--- config.mk ---
export PLATFORM = sky130hd
export DESIGN_NAME = ecc_err_log
export DESIGN_NICKNAME = d
export VERILOG_FILES = /design/src/rtl/ecc_log_pkg.sv /design/src/rtl/ecc_log_flags.sv /design/src/rtl/ecc_log_capture.sv /design/src/rtl/ecc_log_serr.sv /design/src/rtl/ecc_err_log.sv
export SDC_FILE = /design/constraint.sdc
export NUM_CORES = 1
export LEC_CHECK = 0
export BUFFER_PORTS_ARGS = -buffer_cell sky130_fd_sc_hd__buf_2
export CAP_MARGIN = 10
export CORE_ASPECT_RATIO = 1.1
export CORE_MARGIN = 4
export CORE_UTILIZATION = 45
export DETAILED_ROUTE_END_ITERATION = 12
export GPL_TIMING_DRIVEN = 0
export PLACE_DENSITY_LB_ADDON = 0.15
export SKIP_CTS_REPAIR_TIMING = 1
export SYNTH_ARGS = -nofsm -noshare
export SYNTH_HDL_FRONTEND = slang
export SYNTH_SLANG_ARGS = --single-unit
export TNS_END_PERCENT = 1
--- constraint.sdc ---
create_clock -name clk -period 1.5 [get_ports clk]
set_input_delay 0.075 -clock clk [delete_from_list [all_inputs] [get_ports clk]]
set_output_delay 0.075 -clock clk [all_outputs]
set_load 0.1 [all_outputs]
--- src/rtl/ecc_log_pkg.sv ---
package ecc_log_pkg;

  localparam int STAT_W    = 16;
  localparam int GRAIN_LSB = 7;

  localparam int BIT_CE  = 0;
  localparam int BIT_UE  = 1;
  localparam int BIT_RTO = 8;
  localparam int BIT_LCK = 9;
  localparam int BIT_THM = 11;

  localparam logic [STAT_W-1:0] SRC_MASK = 16'h0B03;

  typedef enum logic [2:0] {
    RA_STATUS = 3'd0,
    RA_CMD    = 3'd1,
    RA_PTR_LO = 3'd2,
    RA_PTR_HI = 3'd3,
    RA_SYN    = 3'd4
  } reg_off_e;

  // Places the event pulses at their status bit positions.
  function automatic logic [STAT_W-1:0] place_events(
    input logic ce, input logic ue, input logic rto,
    input logic lck, input logic thm);
    logic [STAT_W-1:0] v;
    v = '0;
    v[BIT_CE]  = ce;
    v[BIT_UE]  = ue;
    v[BIT_RTO] = rto;
    v[BIT_LCK] = lck;
    v[BIT_THM] = thm;
    return v;
  endfunction

  // Low pointer word: grain-aligned address with the channel in bit 0.
  function automatic logic [31:0] ptr_word(
    input logic [31:GRAIN_LSB] addr_hi_part, input logic chan);
    return {addr_hi_part, {(GRAIN_LSB-1){1'b0}}, chan};
  endfunction

endpackage

--- src/rtl/ecc_log_flags.sv ---
module ecc_log_flags #(
  parameter int                W    = 16,
  parameter logic [W-1:0]      MASK = 16'h0B03
) (
  input  logic         clk,
  input  logic         rst_n,
  input  logic [W-1:0] evt_vec,
  input  logic [W-1:0] clr_vec,
  output logic [W-1:0] flag_q,
  output logic [W-1:0] held
);

  for (genvar i = 0; i < W; i++) begin : g_bit
    if (MASK[i]) begin : g_live
      logic bit_q;
      always_ff @(posedge clk) begin
        if (!rst_n)          bit_q <= 1'b0;
        else if (evt_vec[i]) bit_q <= 1'b1;
        else if (clr_vec[i]) bit_q <= 1'b0;
      end
      assign flag_q[i] = bit_q;

      // a set flag survives any cycle without a clearing write
      p_sticky_r2: assert property (@(posedge clk) disable iff (!rst_n)
        (bit_q && !clr_vec[i]) |=> bit_q);
      // a clearing write without a new event drops the flag
      p_w1c_r3: assert property (@(posedge clk) disable iff (!rst_n)
        (clr_vec[i] && !evt_vec[i]) |=> !bit_q);
      // an event always leaves the flag set, even under a clear
      p_event_wins_r4: assert property (@(posedge clk) disable iff (!rst_n)
        evt_vec[i] |=> bit_q);
    end else begin : g_rsvd
      logic unused_rsvd;
      assign unused_rsvd = evt_vec[i] | clr_vec[i];
      assign flag_q[i]   = 1'b0;
    end
  end

  // A flag counts as pending only if this cycle's write does not clear it.
  assign held = flag_q & ~clr_vec;

endmodule

--- src/rtl/ecc_log_capture.sv ---
module ecc_log_capture #(
  parameter int ADDR_W    = 33,
  parameter int SYN_W     = 8,
  parameter int GRAIN_LSB = 7
) (
  input  logic                      clk,
  input  logic                      rst_n,
  input  logic                      ce_evt,
  input  logic                      ue_evt,
  input  logic                      ce_held,
  input  logic                      ue_held,
  input  logic [ADDR_W-1:0]         err_addr,
  input  logic                      err_chan,
  input  logic [SYN_W-1:0]          err_syn,
  output logic [ADDR_W-1:GRAIN_LSB] addr_q,
  output logic                      chan_q,
  output logic [SYN_W-1:0]          syn_q,
  output logic                      load_ue,
  output logic                      load_ce
);

  logic unused_offs;
  assign unused_offs = ^err_addr[GRAIN_LSB-1:0];

  // An uncorrectable error may only replace a correctable record.
  assign load_ue = ue_evt & ~ue_held;
  // A correctable error is logged only into an empty log.
  assign load_ce = ce_evt & ~ue_evt & ~ce_held & ~ue_held;

  always_ff @(posedge clk) begin
    if (!rst_n) begin
      addr_q <= '0;
      chan_q <= 1'b0;
      syn_q  <= '0;
    end else if (load_ue || load_ce) begin
      addr_q <= err_addr[ADDR_W-1:GRAIN_LSB];
      chan_q <= err_chan;
      syn_q  <= err_syn;
    end
  end

  // an accepted uncorrectable event lands in the record
  p_ue_overwrite_r9: assert property (@(posedge clk) disable iff (!rst_n)
    load_ue |=> (syn_q == $past(err_syn)) && (chan_q == $past(err_chan)));
  // a correctable event against a non-empty log changes nothing
  p_ce_blocked_r8: assert property (@(posedge clk) disable iff (!rst_n)
    (ce_evt && !ue_evt && (ce_held || ue_held)) |=>
      ($stable(syn_q) && $stable(addr_q) && $stable(chan_q)));
  // a pending uncorrectable record is never replaced
  p_ue_blocked_r10: assert property (@(posedge clk) disable iff (!rst_n)
    (ue_evt && ue_held) |=>
      ($stable(syn_q) && $stable(addr_q) && $stable(chan_q)));
  // both events at once pick the uncorrectable path
  p_both_ue_r14: assert property (@(posedge clk) disable iff (!rst_n)
    (ce_evt && ue_evt) |-> !load_ce);

endmodule

--- src/rtl/ecc_log_serr.sv ---
module ecc_log_serr #(
  parameter int           W    = 16,
  parameter logic [W-1:0] MASK = 16'h0B03
) (
  input  logic         clk,
  input  logic         rst_n,
  input  logic         cmd_wr,
  input  logic [W-1:0] cmd_wdata,
  input  logic [W-1:0] status,
  output logic [W-1:0] cmd_q,
  output logic         serr
);

  always_ff @(posedge clk) begin
    if (!rst_n)      cmd_q <= '0;
    else if (cmd_wr) cmd_q <= cmd_wdata & MASK;
  end

  assign serr = |(status & cmd_q & MASK);

  // no system error without a pending status flag
  p_serr_needs_status_r12: assert property (@(posedge clk) disable iff (!rst_n)
    (status == '0) |-> !serr);
  // a command write keeps only the defined enable bits
  p_cmd_store_r11: assert property (@(posedge clk) disable iff (!rst_n)
    cmd_wr |=> (cmd_q == ($past(cmd_wdata) & MASK)));

endmodule

--- src/rtl/ecc_err_log.sv ---
module ecc_err_log
  import ecc_log_pkg::*;
#(
  parameter int ADDR_W = 33,
  parameter int SYN_W  = 8
) (
  input  logic              clk,
  input  logic              rst_n,
  input  logic              ce_evt,
  input  logic              ue_evt,
  input  logic [ADDR_W-1:0] err_addr,
  input  logic              err_chan,
  input  logic [SYN_W-1:0]  err_syn,
  input  logic              refresh_to_evt,
  input  logic              lock_nondram_evt,
  input  logic              thermal_evt,
  input  logic              reg_wr,
  input  logic [2:0]        reg_addr,
  input  logic [31:0]       reg_wdata,
  output logic [31:0]       reg_rdata,
  output logic              serr
);

  localparam int HI_W = ADDR_W - 32;

  logic [STAT_W-1:0] evt_vec, clr_vec, status_q, held, cmd_q;
  logic [ADDR_W-1:GRAIN_LSB] addr_q;
  logic chan_q, load_ue, load_ce;
  logic [SYN_W-1:0] syn_q;
  logic wr_status, wr_cmd;
  logic unused_wdata;

  assign unused_wdata = ^reg_wdata[31:STAT_W];

  assign wr_status = reg_wr && (reg_addr == RA_STATUS);
  assign wr_cmd    = reg_wr && (reg_addr == RA_CMD);
  assign clr_vec   = wr_status ? reg_wdata[STAT_W-1:0] : '0;
  assign evt_vec   = place_events(ce_evt, ue_evt, refresh_to_evt,
                                  lock_nondram_evt, thermal_evt);

  ecc_log_flags #(.W(STAT_W), .MASK(SRC_MASK)) u_flags (
    .clk     (clk),
    .rst_n   (rst_n),
    .evt_vec (evt_vec),
    .clr_vec (clr_vec),
    .flag_q  (status_q),
    .held    (held)
  );

  ecc_log_capture #(.ADDR_W(ADDR_W), .SYN_W(SYN_W), .GRAIN_LSB(GRAIN_LSB)) u_capture (
    .clk      (clk),
    .rst_n    (rst_n),
    .ce_evt   (ce_evt),
    .ue_evt   (ue_evt),
    .ce_held  (held[BIT_CE]),
    .ue_held  (held[BIT_UE]),
    .err_addr (err_addr),
    .err_chan (err_chan),
    .err_syn  (err_syn),
    .addr_q   (addr_q),
    .chan_q   (chan_q),
    .syn_q    (syn_q),
    .load_ue  (load_ue),
    .load_ce  (load_ce)
  );

  ecc_log_serr #(.W(STAT_W), .MASK(SRC_MASK)) u_serr (
    .clk       (clk),
    .rst_n     (rst_n),
    .cmd_wr    (wr_cmd),
    .cmd_wdata (reg_wdata[STAT_W-1:0]),
    .status    (status_q),
    .cmd_q     (cmd_q),
    .serr      (serr)
  );

  always_comb begin
    case (reg_addr)
      RA_STATUS: reg_rdata = {{(32-STAT_W){1'b0}}, status_q};
      RA_CMD:    reg_rdata = {{(32-STAT_W){1'b0}}, cmd_q};
      RA_PTR_LO: reg_rdata = ptr_word(addr_q[31:GRAIN_LSB], chan_q);
      RA_PTR_HI: reg_rdata = {{(32-HI_W){1'b0}}, addr_q[ADDR_W-1:32]};
      RA_SYN:    reg_rdata = {{(32-SYN_W){1'b0}}, syn_q};
      default:   reg_rdata = '0;
    endcase
  end

  // any capture leaves the corresponding flag set next cycle
  p_load_flags_r7: assert property (@(posedge clk) disable iff (!rst_n)
    (load_ue || load_ce) |=> (status_q[BIT_CE] || status_q[BIT_UE]));
  // registers start empty out of reset
  p_reset_r1: assert property (@(posedge clk)
    !rst_n |=> (status_q == '0) && (cmd_q == '0) && (syn_q == '0));

endmodule

Word-level counts from Yosys, hierarchy flattened
Index checks and enable logic that the tools add are counted.

cells by class
  multipliers = 0
  muxes and demuxes = 12
  equal/unequal tests = 4
  divide/modulo/power cells = 0
  reduce and logical (&&, ||, !) cells = 10
  bitwise logic cells = 10
  $add $sub $neg = 0
  shift operators = 0
  magnitude comparators = 0

operators by type and width
  cell                                                  count
  one-hot mux 32 bit (5 select lines)                   1
  AND 12 bit                                            1
  2-to-1 mux 12 bit                                     1
  2-to-1 mux 1 bit                                      10
  nonzero test 2 bit                                    5
  equality test 3 x 2 -> 1 bit (second input constant)  2
  OR reduction 5 bit                                    1
  AND 1 bit                                             4
  equality test 3 x 1 -> 1 bit (second input constant)  1
  equality test 3 bit (second input constant)           1
  logical NOT 3 bit                                     1
  NOT 1 bit                                             3
  AND 2 bit                                             1
  logical AND 1 bit                                     2
  NOT 2 bit                                             1
  logical OR 1 bit                                      1

storage, ports and cells
  word-level logic and storage cells = 45
  register bits after elaboration = 45
  RAM bits = 0
  bits of input ports = 85
  output and inout port bits = 33
  bits in latches = 0
  bits in read-only memories = 0
  memories kept = 0

Logic depth before layout (Yosys ltp)
Gate-level depths: netlist of the first run.

  depth in word-level cells = 9
  mapped depth = 7
  depth with buffers taken out = 4

By module
A second synthesis of the first run with hierarchy kept.

second synthesis, totals
  cell total of the unflattened synthesis = 347
  area, all modules = 2965.3 um2

by module, submodules not included
  module           seq. area each (um2)  area each (um2)  cells each  instances
  ecc_log_capture  700.7                 1453.9           157         1
  ecc_err_log      0.0                   798.3            116         1
  ecc_log_flags    100.1                 412.9            43          1
  ecc_log_serr     100.1                 300.3            31          1

Least setup slack after synthesis of the first run
Ideal clock, no wire load.

  kind = register to output
  start point = reg u_flags.g_bit[0].g_live.bit_q
  end point = out reg_rdata[0]
  data required time = 1.425 ns
  slack = -0.510 ns
  arrival time = 1.935 ns
  path buffers = 0
  cell stages (with the launch flop) = 4
  path through = dfxtp_1 mux4_2 inv_1 o21ai_1

on the way
  cells in the longest elaborated chain, start to end = 1

RTL lines
  element                              line                 RTL
  from (decl)                          ecc_log_flags.sv:15  logic bit_q;
  from (signal assigned)               ecc_log_flags.sv:17  if (!rst_n) bit_q <= 1'b0;
  from (signal assigned)               ecc_log_flags.sv:18  else if (evt_vec[i]) bit_q <= 1'b1;
  from (signal assigned)               ecc_log_flags.sv:19  else if (clr_vec[i]) bit_q <= 1'b0;
  one-hot mux 32 bit (5 select lines)  ecc_err_log.sv:78    case (reg_addr)
  to (decl)                            ecc_err_log.sv:20    output logic [31:0] reg_rdata,

No other way between the ends.

Worst setup path in the final report of the first run
  start point = reg u_serr.cmd_q[0]
  end point = out reg_rdata[0]

on the way
  cells in the longest elaborated chain, start to end = 1

RTL lines
  element                              line                RTL
  from (decl)                          ecc_log_serr.sv:10  output logic [W-1:0] cmd_q,
  from (signal assigned)               ecc_log_serr.sv:16  else if (cmd_wr) cmd_q <= cmd_wdata & MASK;
  one-hot mux 32 bit (5 select lines)  ecc_err_log.sv:78

No other way between the ends.

==> flow_summary.json, run 1 <==
{
  "first_pass_iters": 4,
  "track_usage_pct": 17.5,
  "max_stage_delay_ns": 0.46,
  "power.total_mw": 2.73,
  "cpMaxStageDelayCell": "mux4_2",
  "synth_top_cell_by_area": "dfxtp_1",
  "pin_count": 118,
  "cts_max_level": 2,
  "finalWirelength_um": 5290,
  "clock_path_buffers": 2,
  "rsz0062_at_grt": "true",
  "setup_slack_ns": -0.0142,
  "cts.sinks": 45,
  "hold_path.class": "input port to flip-flop",
  "grt_overflow": 0,
  "start_kind": "flip-flop",
  "cp-end-kind": "output pin",
  "min_to": "u_flags.g_bit[9].g_live.bit_q",
  "reg2reg_slack_ns": 0.17,
  "yosysSeqAreaShare_pct": 40.7,
  "violations": "setup timing",
  "crit_type": "flip-flop to output pin",
  "drc": 0,
  "start_util_pct": 46.9,
  "crit_arrival_ns": 1.44,
  "timing.rr.end": "u_capture.addr_q[25]",
  "grt_pass1_vias": 1860,
  "maxCapViolCount": 0,
  "reg2regPathDepth": 7,
  "drtIter0Drc": 99,
  "critPathRequiredTime_ns": 1.42,
  "cts_buffers": 5,
  "avgSynthCellArea_um2": 8.61,
  "viasPerCell": 4.90,
  "wl_per_cell_um": 13.1,
  "fin_skew_ns": 0.00606,
  "met1_usage_pct": 23.0,
  "fin_crit_ns": 1.51,
  "grt_max_degree": 14,
  "hold_viol_final": 0,
  "clk_pin_slew_ns": 0.08,
  "relSlewSlack_pct": 60.4,
  "hold-path-cell-count": 3,
  "synthToLayoutAreaGrowth_pct": 35.4,
  "antenna_found_initial": 0,
  "cts_tree": "yes",
  "dp_hpwl_um": 3900,
  "diodes": 0,
  "cts-root-buf": "clkbuf_8",
  "peakVddDrop_mv": 0.613,
  "ys_ff_latch": 45,
  "grt_pass1_wl_um": 8400,
  "fmax_mhz": 660,
  "grt_use_met2_pct": 28.1,
  "finalCritPeriodShare_pct": 101,
  "synth_top_area_share_pct": 40.7,
  "yosys_warnings": 0,
  "yosys-top-cells-count": "nand2_1 (76), dfxtp_1 (45), mux2i_1 (44)",
  "postRouteAntennaNets": 0,
  "dieArea_um2": 6100,
  "syn_inst": 257,
  "hp-start": "lock_nondram_evt",
  "dp.cells": 395,
  "synth_fp_nets": 342,
  "finalSetupViolCount": 4,
  "power_density_nw_per_um2": 912,
  "synth.distinct_cells": 26,
  "die_y_um": 81.5,
  "drv_slew": 0,
  "cp_cell_sequence": "mux4_2, inv_1, o21ai_2, buf_8",
  "instances_no_fill": 404,
  "core_um2": 4720,
  "synthArstFlopShare_pct": 0,
  "drive_above_1_share_pct": 31.3,
  "synth_flop_cell": "dfxtp_1",
  "worst-path-max-fanout": 3,
  "nets": 432,
  "yosys-top-cells-area": "dfxtp_1 (41%), mux2i_1 (20%), nand2_1 (13%)",
  "via_count": 1980,
  "status": "finished with violations",
  "synthMostInstantiatedCell": "nand2_1",
  "synth-edff-count": 0,
  "r2r_start": "u_flags.g_bit[0].g_live.bit_q",
  "clock_latency_ns": 0.29,
  "tightest_slew_ns": 0.593,
  "p_leak_nw": 1.41,
  "fp-row-count": 26,
  "worst_hold_slack_ns": 0.00675,
  "grt_busiest_layer": "met2",
  "port_buffers": 82,
  "grt_util_met3_pct": 4.53,
  "gp_congestion": 0.840,
  "die_x_um": 74.9,
  "syn_area_um2": 2210
}
-- cell type report --
class	instances	area, um^2
clock inverter	1	5.00
timing repair buffer	83	581
fill	434	1720
sequential	45	905
clock buffer	7	96.3
buffer	18	134
inverter	4	15.0
tap	56	70.1
multi-input combinational	190	1190
-- how the worst max path moves through the flow --
| stage | slack, ns | to | start | cells after the start |
|---|---|---|---|---|
| finish | -0.01 | reg_rdata[0] | u_serr.cmd_q[0] | 4 |
| floorplan | -0.51 | reg_rdata[0] | u_flags.g_bit[0].g_live.bit_q | 3 |
| global placement | -0.40 | reg_rdata[0] | reg_addr[2] | 6 |
| CTS | -0.38 | reg_rdata[0] | reg_addr[2] | 6 |
| detailed placement | -0.38 | reg_rdata[0] | reg_addr[2] | 6 |
| global route | -0.1 | reg_rdata[3] | reg_addr[2] | 5 |
-- flip-flops by register name, summed over array words and instances (netlist names) --
signal	cells
u_capture.chan_q	1
u_capture.syn_q	8
u_serr.cmd_q	5
u_flags.g_bit.g_live.bit_q	5
u_capture.addr_q	26
-- cell usage in the layout (no fill, tap or decap), drive strengths merged, types with 4 or more instances in the layout --
master / netlist / final
clkbuf: 12 / 26
nand2: 76 / 76
and2: 26 / 26
nor2b: 9 / 9
nor2: 10 / 10
buf: 6 / 82
mux2i: 44 / 44
a21oi: 9 / 9
dfxtp: 45 / 45
inv: 4 / 4
-- metal layers --
layer	routed length [um]	share of wire, %
met2	2510	47
met3	385	7.3
met4	54	1.0
met1	2340	44
met5	0	0
-- per-stage QoR --
step	utilization, %	setup slack, ns	area [um^2]	TNS, ns
final	63.5	-0.0142	3000	-0.0289
after detailed placement	57.1	-0.380	2690	-14.85
after global placement	57.1	-0.398	2690	-15.79
after global routing	63.5	-0.0975	3000	-2.00
after CTS	59.2	-0.383	2790	-8.38
after floorplan	-	-0.510	2210	-4.87
-- critical path, delay by kind of cell, from the launching register on --
kind	cells	cell delay, ns
AOI/OAI and AO/OA	1	0.07
buffers and inverters	2	0.27
DFF	1	0.34
muxes	1	0.46
-- report_power, final --
group | leakage, nW | total [mW] | internal [mW] | switching (mW)
Sequential | 0.372 | 1.33 | 1.28 | 0.0431
Combinational | 0.979 | 0.592 | 0.240 | 0.352
Clock | 0.0542 | 0.814 | 0.417 | 0.398
Total | 1.41 | 2.73 | 1.94 | 0.793
-- kinds of logic after synthesis --
| group | Yosys count | share of synthesized area, % |
|---|---|---|
| flip-flops | 45 | 40.7 |
| multiplexers | 45 | 20.9 |
| AND/OR/NAND/NOR | 129 | 27.5 |
| AO/OA/AOI/OAI | 16 | 4.41 |
| buffers and inverters | 22 | 6.39 |
Note: power is estimated with default switching activity, not from simulation.
==> inputs of run 2 (changes only) <==
--- a/config.mk
+++ b/config.mk
@@ -6,7 +6,7 @@
 export NUM_CORES = 1
 export LEC_CHECK = 0
 export BUFFER_PORTS_ARGS = -buffer_cell sky130_fd_sc_hd__buf_2
-export CAP_MARGIN = 10
+export CAP_MARGIN = 15
 export CORE_ASPECT_RATIO = 1.1
 export CORE_MARGIN = 4
 export CORE_UTILIZATION = 45
==> constraint.sdc (replaced) <==
create_clock -name clk -period 1.5 [get_ports clk]
set_input_delay 0.075 -clock clk [delete_from_list [all_inputs] [get_ports clk]]
set_output_delay 0.075 -clock clk [all_outputs]
set_load 0.01 [all_outputs]
==> flow_summary.json, run 2 (synthesis gave the netlist of run 1 again) <==
{
  "layout_common_cells": "buf_2 (84), nand2_1 (76), mux2i_1 (44), dfxtp_1 (44), and2_1 (26)",
  "dr_wl_met2_um": 2540,
  "grt_overflow": 0,
  "maxCapViolCount": 0,
  "nets": 431,
  "hold_path.class": "input port to flip-flop",
  "largest_reg_flops": 26,
  "worst-path-max-fanout": 4,
  "cts-root-buf": "clkbuf_8",
  "grt_pass1_wl_um": 8400,
  "drtIter0Drc": 111,
  "wl_per_cell_um": 13.0,
  "cts_tree": "yes",
  "fill_cells": 467,
  "final_common_cell": "buf_2",
  "finalCritPeriodShare_pct": 97.2,
  "rsz0062_at_grt": "true",
  "hold_viol_final": 0,
  "cp-end-kind": "output pin",
  "gp_congestion": 0.840,
  "via_count": 1962,
  "start_util_pct": 46.9,
  "dieArea_um2": 6100,
  "met1_length_um": 2380,
  "stdcell_area_um2": 2830,
  "cts_buffers": 5,
  "fp-row-count": 26,
  "setup_slack_ns": 0.0420,
  "drive_above_1_share_pct": 30.8,
  "p_leak_nw": 1.39,
  "start_kind": "flip-flop",
  "placed_area_um2": 2690,
  "peakVddDrop_mv": 0.614,
  "tightest_slew_ns": 0.478,
  "synthToLayoutAreaGrowth_pct": 27.8,
  "reg_top3": "u_capture.addr_q (26), u_capture.syn_q (8)",
  "grt_max_degree": 14,
  "reg2reg_slack_ns": 0.25,
  "crit_type": "flip-flop to output pin",
  "drv_slew": 0,
  "status": "completed",
  "multi_input_area_um2": 1200,
  "postRouteAntennaNets": 0,
  "die_y_um": 81.5,
  "port_buffers": 82,
  "relSlewSlack_pct": 68.1,
  "die_x_um": 74.9,
  "first_pass_iters": 4,
  "fmax_mhz": 686,
  "track_usage_pct": 17.5,
  "dr_wl_met3_um": 310,
  "cts.sinks": 45,
  "seqCellArea_um2": 902,
  "viasPerCell": 4.87,
  "drc": 0,
  "top_register": "u_capture.addr_q",
  "grt_pass1_vias": 1860,
  "core_um2": 4720,
  "dp_hpwl_um": 3900,
  "highest_layer": "met4",
  "fin_tns_setup_ns": 0,
  "antenna_found_initial": 0,
  "crit_arrival_ns": 1.38,
  "finalWirelength_um": 5260,
  "finalSetupViolCount": 0,
  "clk_pin_slew_ns": 0.08,
  "clock_path_buffers": 2,
  "clock_latency_ns": 0.29,
  "critPathRequiredTime_ns": 1.42,
  "power_density_nw_per_um2": 913,
  "cts_max_level": 2,
  "fin_crit_ns": 1.46,
  "diodes": 0,
  "pre_cts_ws_ns": -0.247,
  "fin_skew_ns": 0.00551,
  "pin_count": 118
}
run 2: changes by cell type in the layout (fill, tap and decap cells not counted), moves of 2 or more:
cell / delta
buf_2: +32
buf_6: -20
clkbuf_4: -9
buf_4: -5
clkbuf_2: +2
dfxtp_1: +2
dfxtp_2: -2
run 2: power breakdown:
part           leakage, nW  switching, mW  internal (mW)  total [mW]
Combinational        0.969          0.217          0.220       0.437
Clock               0.0542          0.401          0.417       0.817
Sequential           0.371         0.0436           1.28        1.33
run 2: per-stage QoR:
step                      power (mW)  utilization, %  cells  hold WS, ns
final                           2.58            59.9    403      0.00674
after global routing            2.71            59.9    403      0.00143
after CTS                       2.60            59.2    403   -0.0000724
after detailed placement        1.78            57.1    395        0.314
after global placement          1.78            57.1    395        0.304
after floorplan                 1.63               -    257        0.214
run 2: metal layers:
layer / track usage (%) / up-vias
li1: - / 1010
met1: 23.0 / 899
met2: 28.1 / 51
met3: 4.53 / 2
met4: 4.80 / 0
met5: 0 / -
run 2: final timing paths:
check | from | end | cells past startpoint
max | u_flags.g_bit[0].g_live.bit_q | reg_rdata[0] | 4
max reg2reg | u_flags.g_bit[1].g_live.bit_q | u_capture.addr_q[25] | 5
min | thermal_evt | u_flags.g_bit[11].g_live.bit_q | 3
min reg2reg | u_capture.addr_q[17] | u_capture.addr_q[17] | 2
run 2: critical path, cell delays in order (launching register included):
cell and delay, ns:
dfxtp_2 0.35, mux4_2 0.48, inv_2 0.07, o21ai_2 0.05, buf_2 0.15
run 2: cell type report:
| cell class | count | area share (%) |
|---|---|---|
| plain buffers | 18 | 4.56 |
| clock buffers | 7 | 3.41 |
| clock inverters | 1 | 0.177 |
| inverters | 4 | 0.531 |
| multi-input cells | 190 | 42.4 |
| flip-flops and latches | 45 | 31.9 |
| well taps | 56 | 2.48 |
| repair buffers | 82 | 14.5 |
